==> config.mk <==
export PLATFORM = sky130hd
export DESIGN_NAME = seq_lock_ctrl
export DESIGN_NICKNAME = d
export VERILOG_FILES = /design/src/rtl/seq_lock_pkg.sv /design/src/rtl/seq_lock_sync.sv /design/src/rtl/seq_lock_arb.sv /design/src/rtl/seq_lock_track.sv /design/src/rtl/seq_lock_timer.sv /design/src/rtl/seq_lock_ctrl.sv
export SDC_FILE = /design/constraint.sdc
export NUM_CORES = 1
export LEC_CHECK = 0
export BUFFER_PORTS_ARGS = -buffer_cell sky130_fd_sc_hd__buf_2
export CAP_MARGIN = 20
export CORE_ASPECT_RATIO = 1.1
export CORE_MARGIN = 4
export CORE_UTILIZATION = 65
export CTS_BUF_LIST = sky130_fd_sc_hd__clkbuf_8
export DETAILED_ROUTE_END_ITERATION = 6
export GPL_ROUTABILITY_DRIVEN = 0
export PLACE_DENSITY = 0.83
export SLEW_MARGIN = 25
export SYNTH_ARGS = -nofsm -noshare
export SYNTH_HDL_FRONTEND = slang
export SYNTH_HIERARCHICAL = 1
export SYNTH_SLANG_ARGS = --single-unit
==> constraint.sdc <==
create_clock -name clk -period 7.4 [get_ports clk]
set_clock_uncertainty 0.1 [all_clocks]
set_input_delay 0.74 -clock clk [delete_from_list [all_inputs] [get_ports clk]]
set_output_delay 0.74 -clock clk [all_outputs]
set_load 0.1 [all_outputs]
==> src/rtl/seq_lock_pkg.sv <==
package seq_lock_pkg;
  localparam int unsigned NUM_KEYS = 3;

  typedef enum logic [1:0] {
    KEY_NONE = 2'd0,
    KEY_ONE  = 2'd1,
    KEY_TWO  = 2'd2,
    KEY_THREE = 2'd3
  } key_e;

  // cycles in a window of 'ms' milliseconds, never less than one
  function automatic longint unsigned ms_cycles(longint unsigned hz, longint unsigned ms);
    longint unsigned c;
    c = (hz * ms) / 64'd1000;
    return (c == 64'd0) ? 64'd1 : c;
  endfunction
endpackage

==> src/rtl/seq_lock_sync.sv <==
module seq_lock_sync #(
  parameter int unsigned WIDTH  = 3,
  parameter int unsigned STAGES = 2
) (
  input  logic             clk,
  input  logic             rst_n,
  input  logic [WIDTH-1:0] raw_n_i,
  output logic [WIDTH-1:0] sync_n_o
);
  logic [WIDTH-1:0] stage_q [STAGES];

  // stages reset to idle (all ones) so no press appears out of reset
  generate
    for (genvar s = 0; s < int'(STAGES); s++) begin : g_stage
      if (s == 0) begin : g_first
        always_ff @(posedge clk or negedge rst_n) begin
          if (!rst_n) stage_q[s] <= '1;
          else        stage_q[s] <= raw_n_i;
        end
      end else begin : g_next
        always_ff @(posedge clk or negedge rst_n) begin
          if (!rst_n) stage_q[s] <= '1;
          else        stage_q[s] <= stage_q[s-1];
        end
      end
    end
  endgenerate

  assign sync_n_o = stage_q[STAGES-1];
endmodule

==> src/rtl/seq_lock_arb.sv <==
module seq_lock_arb
  import seq_lock_pkg::*;
#(
  parameter int unsigned HOLD_CYC = 300
) (
  input  logic                clk,
  input  logic                rst_n,
  input  logic [NUM_KEYS-1:0] pressed_i,
  input  logic                busy_i,
  output logic                take_o,
  output key_e                key_o
);
  localparam int unsigned HW = (HOLD_CYC < 2) ? 1 : $clog2(HOLD_CYC);
  localparam logic [HW-1:0] HOLD_LOAD = HW'(HOLD_CYC - 1);

  logic [HW-1:0] hold_q;
  logic          window_open;

  assign window_open = (hold_q == '0);
  assign take_o      = window_open && (|pressed_i) && !busy_i;

  // lowest index wins: scan from the top so the last hit is the winner
  always_comb begin
    key_o = KEY_NONE;
    for (int i = NUM_KEYS - 1; i >= 0; i--) begin
      if (pressed_i[i]) key_o = key_e'(2'(i + 1));
    end
  end

  always_ff @(posedge clk or negedge rst_n) begin
    if (!rst_n)          hold_q <= '0;
    else if (take_o)     hold_q <= HOLD_LOAD;
    else if (!window_open) hold_q <= hold_q - 1'b1;
  end

  a_r3_one_code: assert property (@(posedge clk) disable iff (!rst_n)
    take_o |-> (key_o != KEY_NONE));
  a_r3_first_wins: assert property (@(posedge clk) disable iff (!rst_n)
    (take_o && pressed_i[0]) |-> (key_o == KEY_ONE));
  a_r6_holdoff_gap: assert property (@(posedge clk) disable iff (!rst_n)
    take_o |=> !take_o);
  a_r8_busy_blocks: assert property (@(posedge clk) disable iff (!rst_n)
    busy_i |-> !take_o);
endmodule

==> src/rtl/seq_lock_track.sv <==
module seq_lock_track
  import seq_lock_pkg::*;
(
  input  logic       clk,
  input  logic       rst_n,
  input  logic       take_i,
  input  key_e       key_i,
  input  logic       expire_i,
  output logic [1:0] step_o,
  output logic       reject_o,
  output logic       open_req_o
);
  logic [1:0] step_q;
  logic       reject_q;
  logic       match;
  key_e       want;

  assign want       = key_e'(2'(step_q + 2'd1));
  assign match      = take_i && (key_i == want);
  assign open_req_o = match && (step_q == 2'd2);

  always_ff @(posedge clk or negedge rst_n) begin
    if (!rst_n) begin
      step_q   <= 2'd0;
      reject_q <= 1'b0;
    end else begin
      reject_q <= take_i && !match;
      if (expire_i)     step_q <= 2'd0;
      else if (match)   step_q <= step_q + 2'd1;
      else if (take_i)  step_q <= 2'd0;
    end
  end

  assign step_o   = step_q;
  assign reject_o = reject_q;

  a_r5_reject_clears: assert property (@(posedge clk) disable iff (!rst_n)
    reject_q |-> (step_q == 2'd0));
  a_r5_reject_single: assert property (@(posedge clk) disable iff (!rst_n)
    reject_q |=> !reject_q);
  a_r4_advance: assert property (@(posedge clk) disable iff (!rst_n)
    (match && !expire_i) |=> (step_q == $past(step_q) + 2'd1));
endmodule

==> src/rtl/seq_lock_timer.sv <==
module seq_lock_timer #(
  parameter int unsigned OPEN_CYC = 5000
) (
  input  logic clk,
  input  logic rst_n,
  input  logic start_i,
  output logic active_o,
  output logic expire_o
);
  localparam int unsigned TW = (OPEN_CYC < 2) ? 1 : $clog2(OPEN_CYC);
  localparam logic [TW-1:0] OPEN_LOAD = TW'(OPEN_CYC - 1);

  logic [TW-1:0] cnt_q;
  logic          active_q;

  assign expire_o = active_q && (cnt_q == '0);

  always_ff @(posedge clk or negedge rst_n) begin
    if (!rst_n) begin
      active_q <= 1'b0;
      cnt_q    <= '0;
    end else if (start_i) begin
      active_q <= 1'b1;
      cnt_q    <= OPEN_LOAD;
    end else if (expire_o) begin
      active_q <= 1'b0;
    end else if (active_q) begin
      cnt_q <= cnt_q - 1'b1;
    end
  end

  assign active_o = active_q;

  a_r8_no_restart: assert property (@(posedge clk) disable iff (!rst_n)
    active_q |-> !start_i);
  a_r7_holds_open: assert property (@(posedge clk) disable iff (!rst_n)
    (active_q && cnt_q != '0) |=> active_q);
endmodule

==> src/rtl/seq_lock_ctrl.sv <==
module seq_lock_ctrl
  import seq_lock_pkg::*;
#(
  parameter int unsigned CLK_HZ = 24_000_000
) (
  input  logic       clk,
  input  logic       rst_n,
  input  logic [2:0] key_n_i,
  output logic       release_o,
  output logic [1:0] step_o,
  output logic       reject_o
);
  // both windows derive from the clock rate alone
  localparam int unsigned HOLD_CYC = int'(ms_cycles(64'(CLK_HZ), 64'd300));
  localparam int unsigned OPEN_CYC = int'(ms_cycles(64'(CLK_HZ), 64'd5000));

  logic [NUM_KEYS-1:0] key_sync_n;
  logic                take;
  key_e                key_code;
  logic                open_req;
  logic                expire;
  logic                open_now;

  seq_lock_sync #(.WIDTH(NUM_KEYS), .STAGES(2)) u_sync (
    .clk      (clk),
    .rst_n    (rst_n),
    .raw_n_i  (key_n_i),
    .sync_n_o (key_sync_n)
  );

  seq_lock_arb #(.HOLD_CYC(HOLD_CYC)) u_arb (
    .clk       (clk),
    .rst_n     (rst_n),
    .pressed_i (~key_sync_n),
    .busy_i    (open_now),
    .take_o    (take),
    .key_o     (key_code)
  );

  seq_lock_track u_track (
    .clk        (clk),
    .rst_n      (rst_n),
    .take_i     (take),
    .key_i      (key_code),
    .expire_i   (expire),
    .step_o     (step_o),
    .reject_o   (reject_o),
    .open_req_o (open_req)
  );

  seq_lock_timer #(.OPEN_CYC(OPEN_CYC)) u_timer (
    .clk      (clk),
    .rst_n    (rst_n),
    .start_i  (open_req),
    .active_o (open_now),
    .expire_o (expire)
  );

  assign release_o = open_now;

  a_r7_open_shows_three: assert property (@(posedge clk) disable iff (!rst_n)
    release_o |-> (step_o == 2'd3));
  a_r7_relock_clears: assert property (@(posedge clk) disable iff (!rst_n)
    $fell(release_o) |-> (step_o == 2'd0));
  a_r7_open_after_two: assert property (@(posedge clk) disable iff (!rst_n)
    $rose(release_o) |-> ($past(step_o) == 2'd2));
  a_r8_no_reject_open: assert property (@(posedge clk) disable iff (!rst_n)
    release_o |-> !reject_o);
endmodule

==> load_flow_metrics.sql <==
INSERT INTO impl_metrics (metric_group, metric, value, unit) VALUES
('worst_setup_path', 'cp-startpoint', 'u_arb/hold_q[2]', ''),
('final_layout', 'mostFrequentLayoutCells', 'sky130_fd_sc_hd__dfrtp_1 (54), sky130_fd_sc_hd__nor2_1 (25), sky130_fd_sc_hd__nand2_1 (23)', ''),
('detailed_routing', 'drt_drc_violations_left', '0', ''),
('grt', 'first_global_vias', '2415', ''),
('sta', 'hold_violations', '0', ''),
('final_layout', 'postLayoutCoreUtil', '74.0', '%'),
('cts', 'root_buffer', 'sky130_fd_sc_hd__clkbuf_8', ''),
('sta', 'max-slew-margin-rel', '42.5', '%'),
('status', 'run_status', 'finished clean', ''),
('worst_setup_path', 'regToRegEndpoint', 'u_timer/cnt_q[12]', ''),
('worst_setup_path', 'critPathTopFamily', 'simple AND/OR/NAND/NOR gates', ''),
('sta', 'timing_worst_slew_pin_value', '0.859', 'ns'),
('synth', 'synthSimpleGateAreaFrac', '28.6', '%'),
('final_layout', 'finalNetCount', '339', ''),
('final_layout', 'layoutNonFillerInstCount', '392', ''),
('floorplanning', 'die_area', '6150', 'um2'),
('synth', 'synthMuxAreaShare', '4.19', '%'),
('grt', 'global_route.usage.total', '23.2', '%'),
('grt', 'maximum_number_of_pins_on_one_net_before_global_route_repair', '61', ''),
('cts', 'tritoncts.num_buffers', '9', ''),
('worst_setup_path', 'rr_startpoint', 'u_arb/hold_q[2]', ''),
('synth', 'synthCells', '323', ''),
('synth', 'synth_xor_xnor_area_share', '2.72', '%'),
('final_layout', 'fill_cells', '321', ''),
('floorplanning', 'fp.coreArea', '4720', 'um2'),
('grt', 'grt_antenna_before_repair', '0', ''),
('synth', 'synth_warnings', '6', ''),
('power_and_ir_drop', 'power.total', '663', 'uW'),
('worst_setup_path', 'crit_path_start_kind', 'register', ''),
('synth', 'yosys.area_share.adder', '1.16', '%'),
('place', 'placement.io_buffers', '8', ''),
('cts', 'postCtsResizedCells', '0', ''),
('worst_setup_path', 'critPathSlowestCell', 'sky130_fd_sc_hd__or4_4', ''),
('worst_setup_path', 'crit_arrival', '3.86', 'ns'),
('synth', 'synth_top_family_by_area', 'simple AND/OR/NAND/NOR gates', ''),
('cts', 'ctsLongestPathBuffers', '2', ''),
('power_and_ir_drop', 'power-per-cell-area', '190', 'nW/um2'),
('synth', 'syn-cell-area', '3220', 'um2'),
('cts', 'cts.sinks', '60', ''),
('sta', 'tns', '0', 'ns'),
('worst_setup_path', 'crit_required', '7.52', 'ns'),
('cts', 'number_of_hold_buffers_added_after_cts', '0', ''),
('grt', 'globalRoute.totalOverflow', '0', ''),
('synth', 'post_synth_num_cell_types', '61', ''),
('sta', 'fin_crit_sh', '50.5', '%'),
('detailed_routing', 'drt_first_iter_violations', '162', ''),
('cts', 'post-cts-setup-buffer-count', '0', ''),
('cts', 'clock_tree.htree_level_count', '3', ''),
('worst_setup_path', 'cp_cell_sequence', 'nor4_4 > nand4_4 > or4_4 > nor3_1 > nand2_1 > nor3_2 > buf_4 > clkinv_1 > nand2_1 > a21oi_1 > a31o_2', ''),
('synth', 'ys_seq_area_share', '46.8', '%'),
('detailed_routing', 'drt_first_pass_iters', '4', ''),
('detailed_routing', 'num_vias', '2488', ''),
('detailed_routing', 'drt-vias-per-instance', '6.35', ''),
('sta', 'grt_setup_unrepaired', 'no', ''),
('final_layout', 'layout-drive-gt1-share', '16.4', '%'),
('worst_setup_path', 'crit_end', 'u_timer/cnt_q[12]', ''),
('worst_setup_path', 'worstPathMaxFanout', '27', ''),
('worst_setup_path', 'critPathCaptureType', 'register', ''),
('floorplanning', 'ios', '9', ''),
('power_and_ir_drop', 'max-vdd-ir-drop', '0.220', 'mV'),
('place', 'cell_count_post_placement', '376', ''),
('hold_path', 'hold_class', 'register to register', ''),
('worst_setup_path', 'worst-r2r-setup-slack', '3.66', 'ns'),
('floorplanning', 'die_width', '75.1', 'um'),
('synth', 'async_reset_ff_share', '100', '%'),
('worst_setup_path', 'timing.critical_path.mode_cell', 'sky130_fd_sc_hd__nand2_1', ''),
('grt', 'grt_pass1_wl', '10800', 'um'),
('cts', 'clock_latency', '0.33', 'ns'),
('synth', 'syn_area_per_cell', '9.98', 'um2'),
('detailed_routing', 'wirelength', '6250', 'um'),
('worst_setup_path', 'worst-path-stages', '11', '');
[cells in the mapped netlist (3+ instances only)]
library cell / count / area share (%)
sky130_fd_sc_hd__xor2_1: 4 / 1.1
sky130_fd_sc_hd__nor4_1: 14 / 2.7
sky130_fd_sc_hd__nand2b_1: 5 / 0.97
sky130_fd_sc_hd__xnor2_1: 6 / 1.6
sky130_fd_sc_hd__nor3_1: 21 / 3.3
sky130_fd_sc_hd__a21oi_1: 15 / 2.3
sky130_fd_sc_hd__nor2_1: 25 / 2.9
sky130_fd_sc_hd__ha_1: 3 / 1.2
sky130_fd_sc_hd__mux2_2: 4 / 1.4
sky130_fd_sc_hd__nor2b_1: 5 / 0.97
sky130_fd_sc_hd__or4_1: 9 / 2.1
sky130_fd_sc_hd__mux2i_1: 9 / 2.8
sky130_fd_sc_hd__o21ai_0: 10 / 1.6
sky130_fd_sc_hd__buf_4: 4 / 0.93
sky130_fd_sc_hd__clkbuf_1: 6 / 0.70
sky130_fd_sc_hd__or2_2: 3 / 0.58
sky130_fd_sc_hd__dfrtp_1: 54 / 42
sky130_fd_sc_hd__dfstp_2: 6 / 4.9
sky130_fd_sc_hd__inv_1: 13 / 1.5
sky130_fd_sc_hd__o31ai_1: 10 / 2.3
sky130_fd_sc_hd__or3_1: 15 / 2.9
sky130_fd_sc_hd__nand3_1: 7 / 1.1
sky130_fd_sc_hd__nand2_1: 23 / 2.7
[where the power goes]
| group | internal (uW) | switching (uW) | total (uW) |
|---|---|---|---|
| registers | 331 | 0.526 | 331 |
| logic | 2.26 | 8.64 | 10.9 |
| clock network | 196 | 124 | 320 |
[sequential cells by signal (all words and copies together), names as in the netlist]
| register | count |
|---|---|
| u_sync/sync_n_o | 3 |
| u_timer/active_o | 1 |
| u_track/step_o | 2 |
| u_sync/stage_q | 3 |
| u_track/reject_o | 1 |
| u_timer/cnt_q | 27 |
| u_arb/hold_q | 23 |
[final cells by class]
cell class	count	area, um2	share of cell area [%]
clock buffers	10	138	3.95
flip-flops and latches	60	1510	43.3
inverters	14	52.6	1.51
repair buffers	11	62.6	1.79
well taps	56	70.1	2.01
clock inverters	6	80.1	2.30
multi-input cells	235	1580	45.2
[logic make-up after synthesis]
family | after synthesis
and+or+nand+nor | 151
adders and majority gates | 3
buffers and inverters | 28
DFF | 60
xor gates and xnor gates | 10
muxes | 13
AOI/OAI and AO/OA | 58
[metal layers]
layer	track usage, %	part of all wire [%]
met1	27.5	44
met2	40.2	52
met3	4.16	2.1
met4	11.0	2.0
met5	0	0
[worst min-delay path by stage]
stage / startpoint / end / slack, ns / cells after the start
detailed placement: u_sync/stage_q[4] / u_sync/sync_n_o[1] / 0.25 / 0
floorplan: u_sync/stage_q[3] / u_sync/sync_n_o[0] / 0.25 / 0
global placement: u_sync/stage_q[5] / u_sync/sync_n_o[2] / 0.25 / 0
global route: u_sync/stage_q[5] / u_sync/sync_n_o[2] / 0.26 / 0
finish: u_sync/stage_q[5] / u_sync/sync_n_o[2] / 0.25 / 0
CTS: u_sync/stage_q[5] / u_sync/sync_n_o[2] / 0.26 / 0
[stage by stage]
step,worst slack [ns],cell area [um2],hold WS (ns)
global route,3.28,3490,0.263
global placement,3.86,3270,0.246
floorplan,4.05,3220,0.245
CTS,3.68,3490,0.256
finish,3.66,3490,0.254
detailed placement,3.70,3270,0.248
No activity file was read; power rests on OpenSTA's default activity.
